**src/rtl/ref_tap_pkg.sv**
```systemverilog
package ref_tap_pkg;
  localparam int unsigned RATIO_W   = 10;
  localparam int unsigned RATIO_MIN = 4;
  localparam int unsigned OCT_STAGES = 3;
  localparam int unsigned SEL_W     = $clog2(OCT_STAGES + 1);

  typedef logic [RATIO_W-1:0] ratio_t;
  typedef logic [SEL_W-1:0]   tap_sel_t;
endpackage

```
**src/rtl/ref_prescaler.sv**
```systemverilog
module ref_prescaler #(
  parameter int unsigned W   = 10,
  parameter int unsigned MIN = 4
) (
  input  logic         clk_i,
  input  logic         rst_ni,
  input  logic         en_i,
  input  logic [W-1:0] ratio_i,
  output logic         tc_o
);
  localparam logic [W-1:0] MIN_V = W'(MIN);

  logic [W-1:0] ratio_q, cnt_q, ratio_eff;

  assign ratio_eff = (ratio_i < MIN_V) ? MIN_V : ratio_i;
  assign tc_o      = en_i && (cnt_q == ratio_q - W'(1));

  always_ff @(posedge clk_i or negedge rst_ni) begin
    if (!rst_ni) begin
      ratio_q <= MIN_V;
      cnt_q   <= '0;
    end else if (!en_i) begin
      ratio_q <= ratio_eff;
      cnt_q   <= '0;
    end else if (tc_o) begin
      ratio_q <= ratio_eff;  // new ratio only at terminal count
      cnt_q   <= '0;
    end else begin
      cnt_q   <= cnt_q + W'(1);
    end
  end

  AST_RATIO_FLOOR: assert property (@(posedge clk_i) disable iff (!rst_ni)
    ratio_q >= MIN_V);
  AST_COUNT_BOUND: assert property (@(posedge clk_i) disable iff (!rst_ni)
    cnt_q < ratio_q);
endmodule

```
**src/rtl/ref_octave_counter.sv**
```systemverilog
module ref_octave_counter #(
  parameter int unsigned STAGES = 3
) (
  input  logic            clk_i,
  input  logic            rst_ni,
  input  logic            en_i,
  input  logic            tc_i,
  output logic [STAGES:0] taps_o
);
  logic [STAGES-1:0] oct_q;

  always_ff @(posedge clk_i or negedge rst_ni) begin
    if (!rst_ni)      oct_q <= '0;
    else if (!en_i)   oct_q <= '0;
    else if (tc_i)    oct_q <= oct_q + STAGES'(1);
  end

  assign taps_o[0] = tc_i;

  // tap k decodes a state whose lowest set bit is k-1: taps are disjoint
  for (genvar k = 1; k <= STAGES; k++) begin : g_tap
    localparam logic [STAGES-1:0] PAT = STAGES'(1) << (k - 1);
    assign taps_o[k] = tc_i && (oct_q[k-1:0] == PAT[k-1:0]);
  end

  AST_TAPS_DISJOINT: assert property (@(posedge clk_i) disable iff (!rst_ni)
    $countones(taps_o[STAGES:1]) <= 1);
  AST_TAPS_NEED_TC: assert property (@(posedge clk_i) disable iff (!rst_ni)
    |taps_o |-> tc_i);
endmodule

```
**src/rtl/ref_tap_select.sv**
```systemverilog
module ref_tap_select #(
  parameter int unsigned STAGES = 3,
  parameter int unsigned SEL_W  = 2
) (
  input  logic             clk_i,
  input  logic             rst_ni,
  input  logic             en_i,
  input  logic [SEL_W-1:0] sel_i,
  input  logic [STAGES:0]  taps_i,
  output logic             pulse_o
);
  logic pick;

  always_comb begin
    pick = 1'b0;
    for (int i = 0; i <= STAGES; i++)
      if (sel_i == SEL_W'(i)) pick = taps_i[i];
  end

  always_ff @(posedge clk_i or negedge rst_ni) begin
    if (!rst_ni) pulse_o <= 1'b0;
    else         pulse_o <= en_i && pick;
  end

  AST_SINGLE_CYCLE: assert property (@(posedge clk_i) disable iff (!rst_ni)
    pulse_o |=> !pulse_o);
endmodule

```
**src/rtl/ref_tap_divider.sv**
```systemverilog
module ref_tap_divider
  import ref_tap_pkg::*;
(
  input  logic         clk_i,
  input  logic         rst_ni,
  input  logic [9:0]   ratio_i,
  input  logic [1:0]   main_sel_i,
  input  logic [1:0]   aux_sel_i,
  input  logic         main_pwr_i,
  input  logic         aux_pwr_i,
  output logic         main_ref_o,
  output logic         aux_ref_o
);
  logic                en;
  logic                tc;
  logic [OCT_STAGES:0] taps;

  assign en = main_pwr_i | aux_pwr_i;

  ref_prescaler #(.W(RATIO_W), .MIN(RATIO_MIN)) u_pre (
    .clk_i(clk_i), .rst_ni(rst_ni), .en_i(en),
    .ratio_i(ratio_i), .tc_o(tc)
  );

  ref_octave_counter #(.STAGES(OCT_STAGES)) u_oct (
    .clk_i(clk_i), .rst_ni(rst_ni), .en_i(en),
    .tc_i(tc), .taps_o(taps)
  );

  ref_tap_select #(.STAGES(OCT_STAGES), .SEL_W(SEL_W)) u_sel_main (
    .clk_i(clk_i), .rst_ni(rst_ni), .en_i(en),
    .sel_i(main_sel_i), .taps_i(taps), .pulse_o(main_ref_o)
  );

  ref_tap_select #(.STAGES(OCT_STAGES), .SEL_W(SEL_W)) u_sel_aux (
    .clk_i(clk_i), .rst_ni(rst_ni), .en_i(en),
    .sel_i(aux_sel_i), .taps_i(taps), .pulse_o(aux_ref_o)
  );

  AST_OFF_QUIET: assert property (@(posedge clk_i) disable iff (!rst_ni)
    !en |=> (!main_ref_o && !aux_ref_o));
  AST_NO_COINCIDE: assert property (@(posedge clk_i) disable iff (!rst_ni)
    (main_ref_o && aux_ref_o) |->
      ($past(main_sel_i) == $past(aux_sel_i) || $past(main_sel_i) == 2'd0
       || $past(aux_sel_i) == 2'd0));
endmodule

```
**config.mk**
```make
export PLATFORM = sky130hd
export DESIGN_NAME = ref_tap_divider
export DESIGN_NICKNAME = d
export VERILOG_FILES = /design/src/rtl/ref_tap_pkg.sv /design/src/rtl/ref_prescaler.sv /design/src/rtl/ref_octave_counter.sv /design/src/rtl/ref_tap_select.sv /design/src/rtl/ref_tap_divider.sv
export SDC_FILE = /design/constraint.sdc
export NUM_CORES = 1
export LEC_CHECK = 0
export CAP_MARGIN = 20
export CORE_ASPECT_RATIO = 1.25
export CORE_UTILIZATION = 56
export CTS_CLUSTER_DIAMETER = 150
export DETAILED_ROUTE_END_ITERATION = 8
export DONT_BUFFER_PORTS = 1
export PLACE_DENSITY = 0.76
export SLEW_MARGIN = 20
export SYNTH_ARGS = -nofsm -noshare
export SYNTH_HDL_FRONTEND = slang
export SYNTH_SLANG_ARGS = --single-unit
```
**constraint.sdc**
```tcl
create_clock -name clk_i -period 6.1 [get_ports clk_i]
set_input_delay 1.22 -clock clk_i [delete_from_list [all_inputs] [get_ports clk_i]]
set_output_delay 1.22 -clock clk_i [all_outputs]
set_load 0.01 [all_outputs]
```
=== Word-level counts from Yosys, hierarchy flattened ===
Cells that the tools add are included.

* Flip-flop bits (word level): 25
* Input port bits: 18
* Output and inout bits: 2
* Logic and storage cells: 43

* Add/sub/neg operators: 3
* Magnitude comparators: 1
* Equality and inequality tests: 10
* Muxes and demuxes: 15
* Bitwise operators: 1
* Reductions and logical operators: 8

{| class="wikitable"
|+ Operators by type and width
! operator !! count
|-
| $mux 10 || 5
|-
| $add 10x1->10 const B || 1
|-
| $eq 10x10->1 || 1
|-
| $eq 2x2->1 const B || 5
|-
| $lt 10x3->1 const B || 1
|-
| $sub 10x1->10 const B || 1
|-
| $mux 1 || 8
|-
| $logic_and 1x1->1 || 6
|-
| $mux 3 || 2
|-
| $eq 2x1->1 const B || 2
|-
| $logic_not 2->1 || 2
|-
| $add 3x1->3 const B || 1
|-
| $eq 3x3->1 const B || 1
|-
| $ne 2x2->1 const B || 1
|-
| $or 1x1->1 || 1
|}

=== Logic depth before layout (Yosys ltp) ===
Gate-level depths: netlist of run 1.

* Word-level depth: 8
* Mapped depth: 9
* Gate-level depth less buffers: 8

=== By module ===
From an unflattened synthesis of run 1, not the netlist that was laid out.

* Cells, all modules: 150
* Area, all modules: 1546.5 µm²

{| class="wikitable"
|+ By module, submodules not included
! module !! instances !! cells an instance !! area an instance (µm²) !! seq. area each (µm²)
|-
| ref_prescaler || 1 || 123 || 1226.2 || 501.7
|-
| ref_octave_counter || 1 || 20 || 206.4 || 75.1
|-
| ref_tap_select || 2 || 3 || 53.8 || 25.0
|-
| ref_tap_divider || 1 || 1 || 6.3 || 0.0
|}

=== Worst setup path after synthesis of run 1 ===
No wires, ideal clock.

* Path type: register -> register
* From: register u_pre.ratio_q[0]
* To: register u_pre.ratio_q[2]
* Library setup time: 0.075 ns
* Data arrival time: 2.243 ns
* Data required time: 6.025 ns
* Path slack: 3.782 ns
* Cell stages (with the launch flop): 10
* Buffers on the path: 1
* Clock period less this slack: 2.318 ns
* Path through: dfrtp_1 -> inv_1 -> ha_1 -> nor2b_1 -> a221oi_1 -> nor2_2 -> a2111oi_4 -> a21o_1 -> buf_6 -> mux2i_1

* Cells in the longest elaborated chain, start to end: 4

{| class="wikitable"
|+ Ends and longest elaborated chain
! what !! RTL line !! RTL
|-
| from (decl) || ref_prescaler.sv:13 || <nowiki>logic [W-1:0] ratio_q, cnt_q, ratio_eff;</nowiki>
|-
| from (signal assigned) || ref_prescaler.sv:23 || <nowiki>ratio_q <= ratio_eff;</nowiki>
|-
| from (signal assigned) || ref_prescaler.sv:26 || <nowiki>ratio_q <= ratio_eff;</nowiki>
|-
| $sub 10x1->10 || ref_prescaler.sv:16 || <nowiki>assign tc_o = en_i && (cnt_q == ratio_q - W'(1));</nowiki>
|-
| $eq 10x10->1 || ref_prescaler.sv:16 ||
|-
| $logic_and 1x1->1 || ref_prescaler.sv:16 ||
|-
| $ne 2x2->1 (no source line) || -- ||
|}

Every way passes these cells.
A chain may end at the register's enable or synchronous reset.

=== Worst setup path after layout of run 1 ===
Ends and elaborated chain as after synthesis.

==> results of run 1 <==
[cells in the mapped netlist]
master,n
dfrtp_1,24
nor2_1,20
xor2_1,10
nand2_1,9
nand3_1,8
mux2_2,7
xnor2_1,7
inv_1,6
a21oi_1,5
ha_1,5
mux2i_1,5
a2111oi_0,3
a21o_1,3
nand2b_1,3
nand3b_1,3
nand4_1,3
nor3_1,3
or2_2,3
a2111oi_4,2
a221oi_1,2
and3_1,2
clkbuf_1,2
nor3b_1,2
nor4_1,2
o21ai_0,2
a211o_1,1
a21oi_2,1
a31o_2,1
a31oi_1,1
and2_1,1
buf_2,1
buf_6,1
dfstp_2,1
nor2_2,1
nor2b_1,1
o211ai_1,1
o31ai_2,1
or3_4,1
[layer usage]
layer | share of wire | wire, um
met2 | 0.52 | 1520
met3 | 0.033 | 97
met1 | 0.43 | 1250
met5 | 0 | 0
met4 | 0.011 | 33
[state kept, by name, summed over array words and instances (netlist names)]
| signal | count |
|---|---|
| u_pre.cnt_q | 10 |
| u_pre.ratio_q | 10 |
| u_oct.oct_q | 3 |
| u_sel_aux.pulse_o | 1 |
| u_sel_main.pulse_o | 1 |
[report_power, final]
| part | switching, mW | internal [mW] | total (mW) |
|---|---|---|---|
| logic | 0.0535 | 0.0489 | 0.102 |
| clock network | 0.0450 | 0.0254 | 0.0705 |
| registers | 0.0325 | 0.188 | 0.220 |
[critical path, cell delays in order (launching register included)]
cell and delay, ns:
dfrtp_1 0.43, inv_1 0.09, ha_1 0.26, nor2b_1 0.15, a221oi_1 0.33, nor2_2 0.11
a2111oi_4 0.51, a21o_1 0.47, mux2i_1 0.24
[final cells by class]
class                   count  area, um2
fillers                   221        923
clock buffers               4       26.3
multi-input cells         119        862
well taps                  33       41.3
flip-flops and latches     25        627
inverters                   6       22.5
[kinds of logic after synthesis]
| kind of cell | after synthesis | synth area share |
|---|---|---|
| muxes | 12 | 0.0839 |
| adders and majority gates | 5 | 0.0407 |
| DFF | 25 | 0.408 |
| AOI/OAI and AO/OA | 23 | 0.136 |
| buffers and inverters | 10 | 0.0302 |
| xor gates and xnor gates | 17 | 0.0970 |
| and+or+nand+nor | 62 | 0.204 |
[metrics by stage]
stage	power, mW	cells	utilization	cell area (um2)	hold slack [ns]
final	0.393	187	0.631	1580	0.544
after global routing	0.422	187	0.631	1580	0.547
after CTS	0.397	187	0.631	1580	0.547
after detailed placement	0.326	183	0.621	1550	0.524
after global placement	0.319	183	0.621	1550	0.511
after floorplan	0.304	154	-	1540	0.478
[cells in the final DEF (no fill, tap or decap), drive strengths merged]
| cell | netlist | final |
|---|---|---|
| or2 | 3 | 3 |
| a2111oi | 5 | 5 |
| mux2 | 7 | 7 |
| nor3b | 2 | 2 |
| dfstp | 1 | 1 |
| nor4 | 2 | 2 |
| nor3 | 3 | 3 |
| a21o | 3 | 3 |
| nor2 | 21 | 21 |
| o211ai | 1 | 1 |
| dfrtp | 24 | 24 |
| nand2b | 3 | 3 |
| inv | 6 | 6 |
| a31oi | 1 | 1 |
| a21oi | 6 | 6 |
| clkbuf | 2 | 4 |
| a221oi | 2 | 2 |
| o21ai | 2 | 2 |
| nand2 | 9 | 9 |
| xor2 | 10 | 10 |
| nand4 | 3 | 3 |
| nor2b | 1 | 1 |
| nand3 | 8 | 8 |
| and3 | 2 | 2 |
| a31o | 1 | 1 |
| xnor2 | 7 | 7 |
| or3 | 1 | 1 |
| o31ai | 1 | 1 |
| a211o | 1 | 1 |
| nand3b | 3 | 3 |
| ha | 5 | 5 |
| and2 | 1 | 1 |
| mux2i | 5 | 5 |
[worst paths after layout]
kind | startpoint | cells after the start | to
worst min-delay path | u_pre.ratio_q[2] | 2 | u_pre.ratio_q[2]
worst min register to register | u_pre.ratio_q[2] | 2 | u_pre.ratio_q[2]
min in group asynchronous | rst_ni | 0 | u_oct.oct_q[2]
worst max register to register | u_pre.ratio_q[0] | 8 | u_pre.ratio_q[2]
worst max-delay path | u_pre.ratio_q[0] | 8 | u_pre.ratio_q[2]
max in group asynchronous | rst_ni | 0 | u_pre.ratio_q[2]
==> out/metrics.yaml, run 1 <==
sta:
  setup_ws_ns: 3.45
  finalCritPeriodShare: 0.434
  fmax_ghz: 0.378
  grt_setup_unrepaired: "false"
  finalMaxSlewViolations: 0
  slew_headroom: 0.553
  hold_viol_final: 0
  skew_ns: 0.00641
  tightest_slew_ns: 0.666
  period_minus_slack_ns: 2.65
  setup_tns_ns: 0
  setup_viol: 0
floorplanning:
  initial_core_util: 0.613
  coreArea_um2: 2500
  die_h_um: 60.5
  row_count: 20
  die_area_um2: 2960
  ios: 20
  die_x_um: 48.8
final_layout:
  syn2layout_area_growth_pct: 2.85
  nets: 178
  drive_above_1_share: 0.136
  antenna_cells: 0
place:
  numPortBuffers: 0
  place_ws_ns: 3.48
  dpl.hpwl_um: 2270
  place.gp.congestion: 0.865
yosys:
  ys_seq_elements: 25
  syn_area_um2: 1540
  ys_seq_area_frac: 0.408
  syn_nets: 177
  synth_cell_types: 38
  ys_top_cells_by_area: "dfrtp_1 39%, xor2_1 5.7%, mux2_2 5.1%"
  syn_inst: 154
  synth_top_area_share: 0.391
  yosys_warnings: 0
  yosys.area.top_type: "dfrtp_1"
  syn_avg_cell_area_um2: 9.97
worst_setup_path:
  rrSetupSlack_ns: 3.45
  crit_fanout: 12
  crit_type: "flip-flop to flip-flop"
  crit_arrival_ns: 2.88
  required_ns: 6.34
  worstSetupEndpointType: "flip-flop"
  critPathLaunchType: "flip-flop"
detailed_routing:
  detail_route.iter0.violations: 18
  routed_wirelength_um: 2900
  viasPerCell: 5.84
  wl_per_cell_um: 15.5
  first_pass_iters: 5
  drc: 0
  num_vias: 1093
  ant_nets: 0
grt:
  met2_usage: 0.411
  use_met1: 0.275
  grt_overflow: 0
  grt_pass1_vias: 1094
  grt.total_usage: 0.223
  antenna_found_initial: 0
  grt-busiest-layer: "met2"
  grtUsageMet3: 0.0326
  grt_max_degree: 26
  grt_pass1_wl_um: 4960
clock_network:
  clk_pin_slew_ns: 0.13
  cts_setup_buffers: 0
  clock_latency_ns: 0.30
  hold_buffers: 0
  h-tree-depth: 1
  cts_tree: "built"
  cts_buffers: 3
  ctsResizeCount: 0
  clkSinkCount: 25
  cts.path.max_buffers: 2
  root_buffer: "clkbuf_4"
worst_hold_path:
  min_path_type: "flip-flop to flip-flop"
pwr:
  irDropWorstVdd_uv: 176
  power_leakage_nw: 0.654
  p_per_area_nw_per_um2: 249
flow_run:
  maxCapViolations: 0
run_status:
  status: "finished, final reports clean"
Power figures use the tool's default switching activity.
==> inputs of run 2 (changes only) <==
- ABC_AREA: default -> 1
- PLACE_DENSITY: 0.76 -> 0.79
- clock period: 6.1 -> 2.42 ns (I/O delays scaled with it)
==> run 2 against run 1 <==
Effect of this change: area after synthesis up 7.2%; hold slack worse by 0.28 ns; non-clock buffer count up 3; routed wire length up 13%; sequential cell count unchanged; global-route usage up 2.0 points; design area up 9.8%; critical path depth up 6; clock power rose to 2.7 times the previous value; fmax up 29%; first-iteration DRC count up 120%; clock skew down 0.0016 ns; critical path type unchanged; critical endpoint is now u_pre.cnt_q[4]; largest cell class unchanged.
==> out/metrics.yaml, run 2 <==
yosys:
  synth_cell_types: 28  # -26%
  async_flop_share: 1.00  # unchanged
  yosys.area.top_type: "dfrtp_1"
  ys_top_cells_by_area: "dfrtp_1 37%, nand2_1 20%, inv_1 7.1%"
  yosys_warnings: 0  # unchanged
  synth_top_area_share: 0.365  # -0.0262
  ys_seq_elements: 25  # unchanged
  syn_nets: 265  # +50%
  yosys_most_used_dff: "dfrtp_1"
  syn_avg_cell_area_um2: 6.80  # -32%
  syn_inst: 242  # +57%
  ys_seq_area_frac: 0.381  # -0.0273
  synth.most_common_cell: "nand2_1"
  syn_area_um2: 1650  # +7.2%
  synth-edff-count: 0  # unchanged
  synth_common_cells: "86 x nand2_1, 31 x inv_1, 29 x nor2_1, 24 x dfrtp_1, 16 x nand3_1"
pwr:
  p_per_area_nw_per_um2: 684  # +170%
  irDropWorstVdd_uv: 400  # +130%
  power_leakage_nw: 0.921  # +41%
  p_total_mw: 1.19  # +200%
sta:
  grt_setup_unrepaired: "false"
  tightest_slew_ns: 0.592  # -0.0742 ns
  fmax_ghz: 0.489  # +29%
  setup_ws_ns: 0.373  # -3.08 ns
  setup_tns_ns: 0  # unchanged
  hold_viol_final: 0  # unchanged
  skew_ns: 0.00480  # -0.00161 ns
  finalCritPeriodShare: 0.846  # +0.412
  period_minus_slack_ns: 2.05  # -0.599 ns
  setup_viol: 0  # unchanged
  slew_headroom: 0.602  # +0.0485
  finalMaxSlewViolations: 0  # unchanged
final_layout:
  layout_common_cells: "86 x nand2_1, 31 x inv_1, 29 x nor2_1"
  antenna_cells: 0  # unchanged
  nets: 269  # +51%
  syn2layout_area_growth_pct: 5.40
  final_common_cell: "nand2_1"
  drive_above_1_share: 0.0612  # -0.0751
  top_regs: "u_pre.cnt_q x10, u_pre.ratio_q x10, u_oct.oct_q x3"
  fin_util: 0.635  # +0.00362
  fin_area_um2: 1730  # +9.8%
  fill_cells: 277  # +25%
detailed_routing:
  routed_wirelength_um: 3280  # +13%
  num_vias: 1423  # +30%
  viasPerCell: 5.10  # -13%
  detail_route.iter0.violations: 39  # +21
  first_pass_iters: 4  # -1
  drc: 0  # unchanged
  wl_per_cell_um: 11.8  # -24%
  ant_nets: 0  # unchanged
clock_network:
  clkSinkCount: 25  # unchanged
  cts_tree: "built"
  clk_pin_slew_ns: 0.14  # about the same
  cts_buffers: 3  # unchanged
  clock_latency_ns: 0.32  # +0.02 ns
  h-tree-depth: 1  # unchanged
  root_buffer: "clkbuf_4"
  ctsResizeCount: 0  # unchanged
  cts.path.max_buffers: 2  # unchanged
worst_setup_path:
  critPathLaunchType: "flip-flop"
  worstSetupEndpointType: "flip-flop"
  crit_path_end: "u_pre.cnt_q[4]"
  required_ns: 2.63  # -3.71 ns
  crit_arrival_ns: 2.25  # -0.63 ns
  crit_fanout: 29  # +17
  worstReg2RegStart: "u_pre.ratio_q[0]"
  crit_type: "flip-flop to flip-flop"
  rrSetupSlack_ns: 0.37  # -3.08 ns
  r2r_cells: 14  # +6
  crit_start: "u_pre.ratio_q[0]"
  timing.rr.end: "u_pre.cnt_q[4]"
grt:
  grt_max_degree: 30  # +15%
  use_met1: 0.302  # +0.0270
  grt_overflow: 0  # unchanged
  grt_pass1_vias: 1376  # +26%
  grt_pass1_wl_um: 5820  # +17%
  met2_usage: 0.410  # -0.000714
  grt.total_usage: 0.242  # +0.0196
  antenna_found_initial: 0  # unchanged
  grtUsageMet3: 0.0316  # -0.000951
  grt-busiest-layer: "met2"
place:
  place_ws_ns: 0.394  # -3.09 ns
  numPortBuffers: 0  # unchanged
  dpl.hpwl_um: 2590  # +14%
  dpl_cell_area_um2: 1680  # +8.0%
  place.gp.congestion: 0.939  # +8.6%
floorplanning:
  die_h_um: 62.6  # +3.4%
  initial_core_util: 0.602  # -0.0114
  coreArea_um2: 2730  # +9.2%
  row_count: 21  # +5.0%
  die_x_um: 50.5  # +3.4%
  die_area_um2: 3160  # +6.9%
  ios: 20  # unchanged
run_status:
  status: "finished, final reports clean"
flow_run:
  maxCapViolations: 0  # unchanged
worst_hold_path:
  min_path_type: "input pin to flip-flop"
run 2: cell types whose count changed after synthesis, moves of 4 or more:
cell,previous run,this run
o21ai_0,2,10
nand3_1,8,16
mux2_2,7,0
nor2_1,20,29
xnor2_1,7,3
nand2_1,9,86
xor2_1,10,6
mux2i_1,5,0
inv_1,6,31
run 2: how the worst min path moves through the flow:
stage	start	end	slack, ns	depth (start not counted)
finish	ratio_i[6]	u_pre.ratio_q[6]	0.27	2
global route	ratio_i[9]	u_pre.ratio_q[9]	0.26	2
CTS	ratio_i[6]	u_pre.ratio_q[6]	0.26	2
detailed placement	rst_ni	u_sel_main.pulse_o	0.19	0
global placement	rst_ni	u_pre.ratio_q[0]	0.19	0
floorplan	rst_ni	u_oct.oct_q[0]	0.19	0
run 2: worst max-delay path: stages (launching register included):
cell	delay, ns
dfrtp_1	0.44
inv_1	0.14
ha_1	0.24
nand2_1	0.09
nor2_1	0.16
nand3_1	0.10
nand2_1	0.08
nand2_1	0.07
nor2_1	0.09
nand3b_1	0.08
nand2_1	0.11
buf_12	0.18
inv_4	0.06
nand2_1	0.06
nor2_1	0.04
run 2: per-layer routing:
metal  vias up  share of wire
li1        749              -
met1       638           0.44
met3        10          0.034
met2        26           0.49
met4         0          0.032
met5         -              0
run 2: cells by family after synthesis:
family	Yosys count	share of synthesized area
XOR/XNOR	9	0.0479
flip-flops	25	0.381
AND/OR/NAND/NOR	146	0.373
adder cells (fa/ha/maj)	5	0.0380
buffers and inverters	38	0.0981
AO/OA/AOI/OAI	19	0.0624
run 2: repair_timing:
action / CTS / global route
hold buffers: 2 / 0
setup buffers: 0 / 0
hold endpoints to repair: 25 / 0
run 2: stage by stage:
step	instances	hold slack [ns]
after CTS	279	0.260
after floorplan	242	0.188
after detailed placement	273	0.189
final	279	0.268
after global routing	279	0.258
after global placement	273	0.189
run 2: layout make-up:
type                       count  area [um2]  share of cell area
multi-input combinational    179         857               0.494
sequential                    25         627               0.361
clock buffer                   3        22.5              0.0130
timing repair buffer           3        50.0              0.0289
clock inverter                 1        5.00             0.00289
inverter                      34         130              0.0750
tap                           34        42.5              0.0245
run 2: report_power, final:
part,switching [mW],internal [mW]
Clock,0.126,0.0620
Sequential,0.0765,0.491
Combinational,0.264,0.165
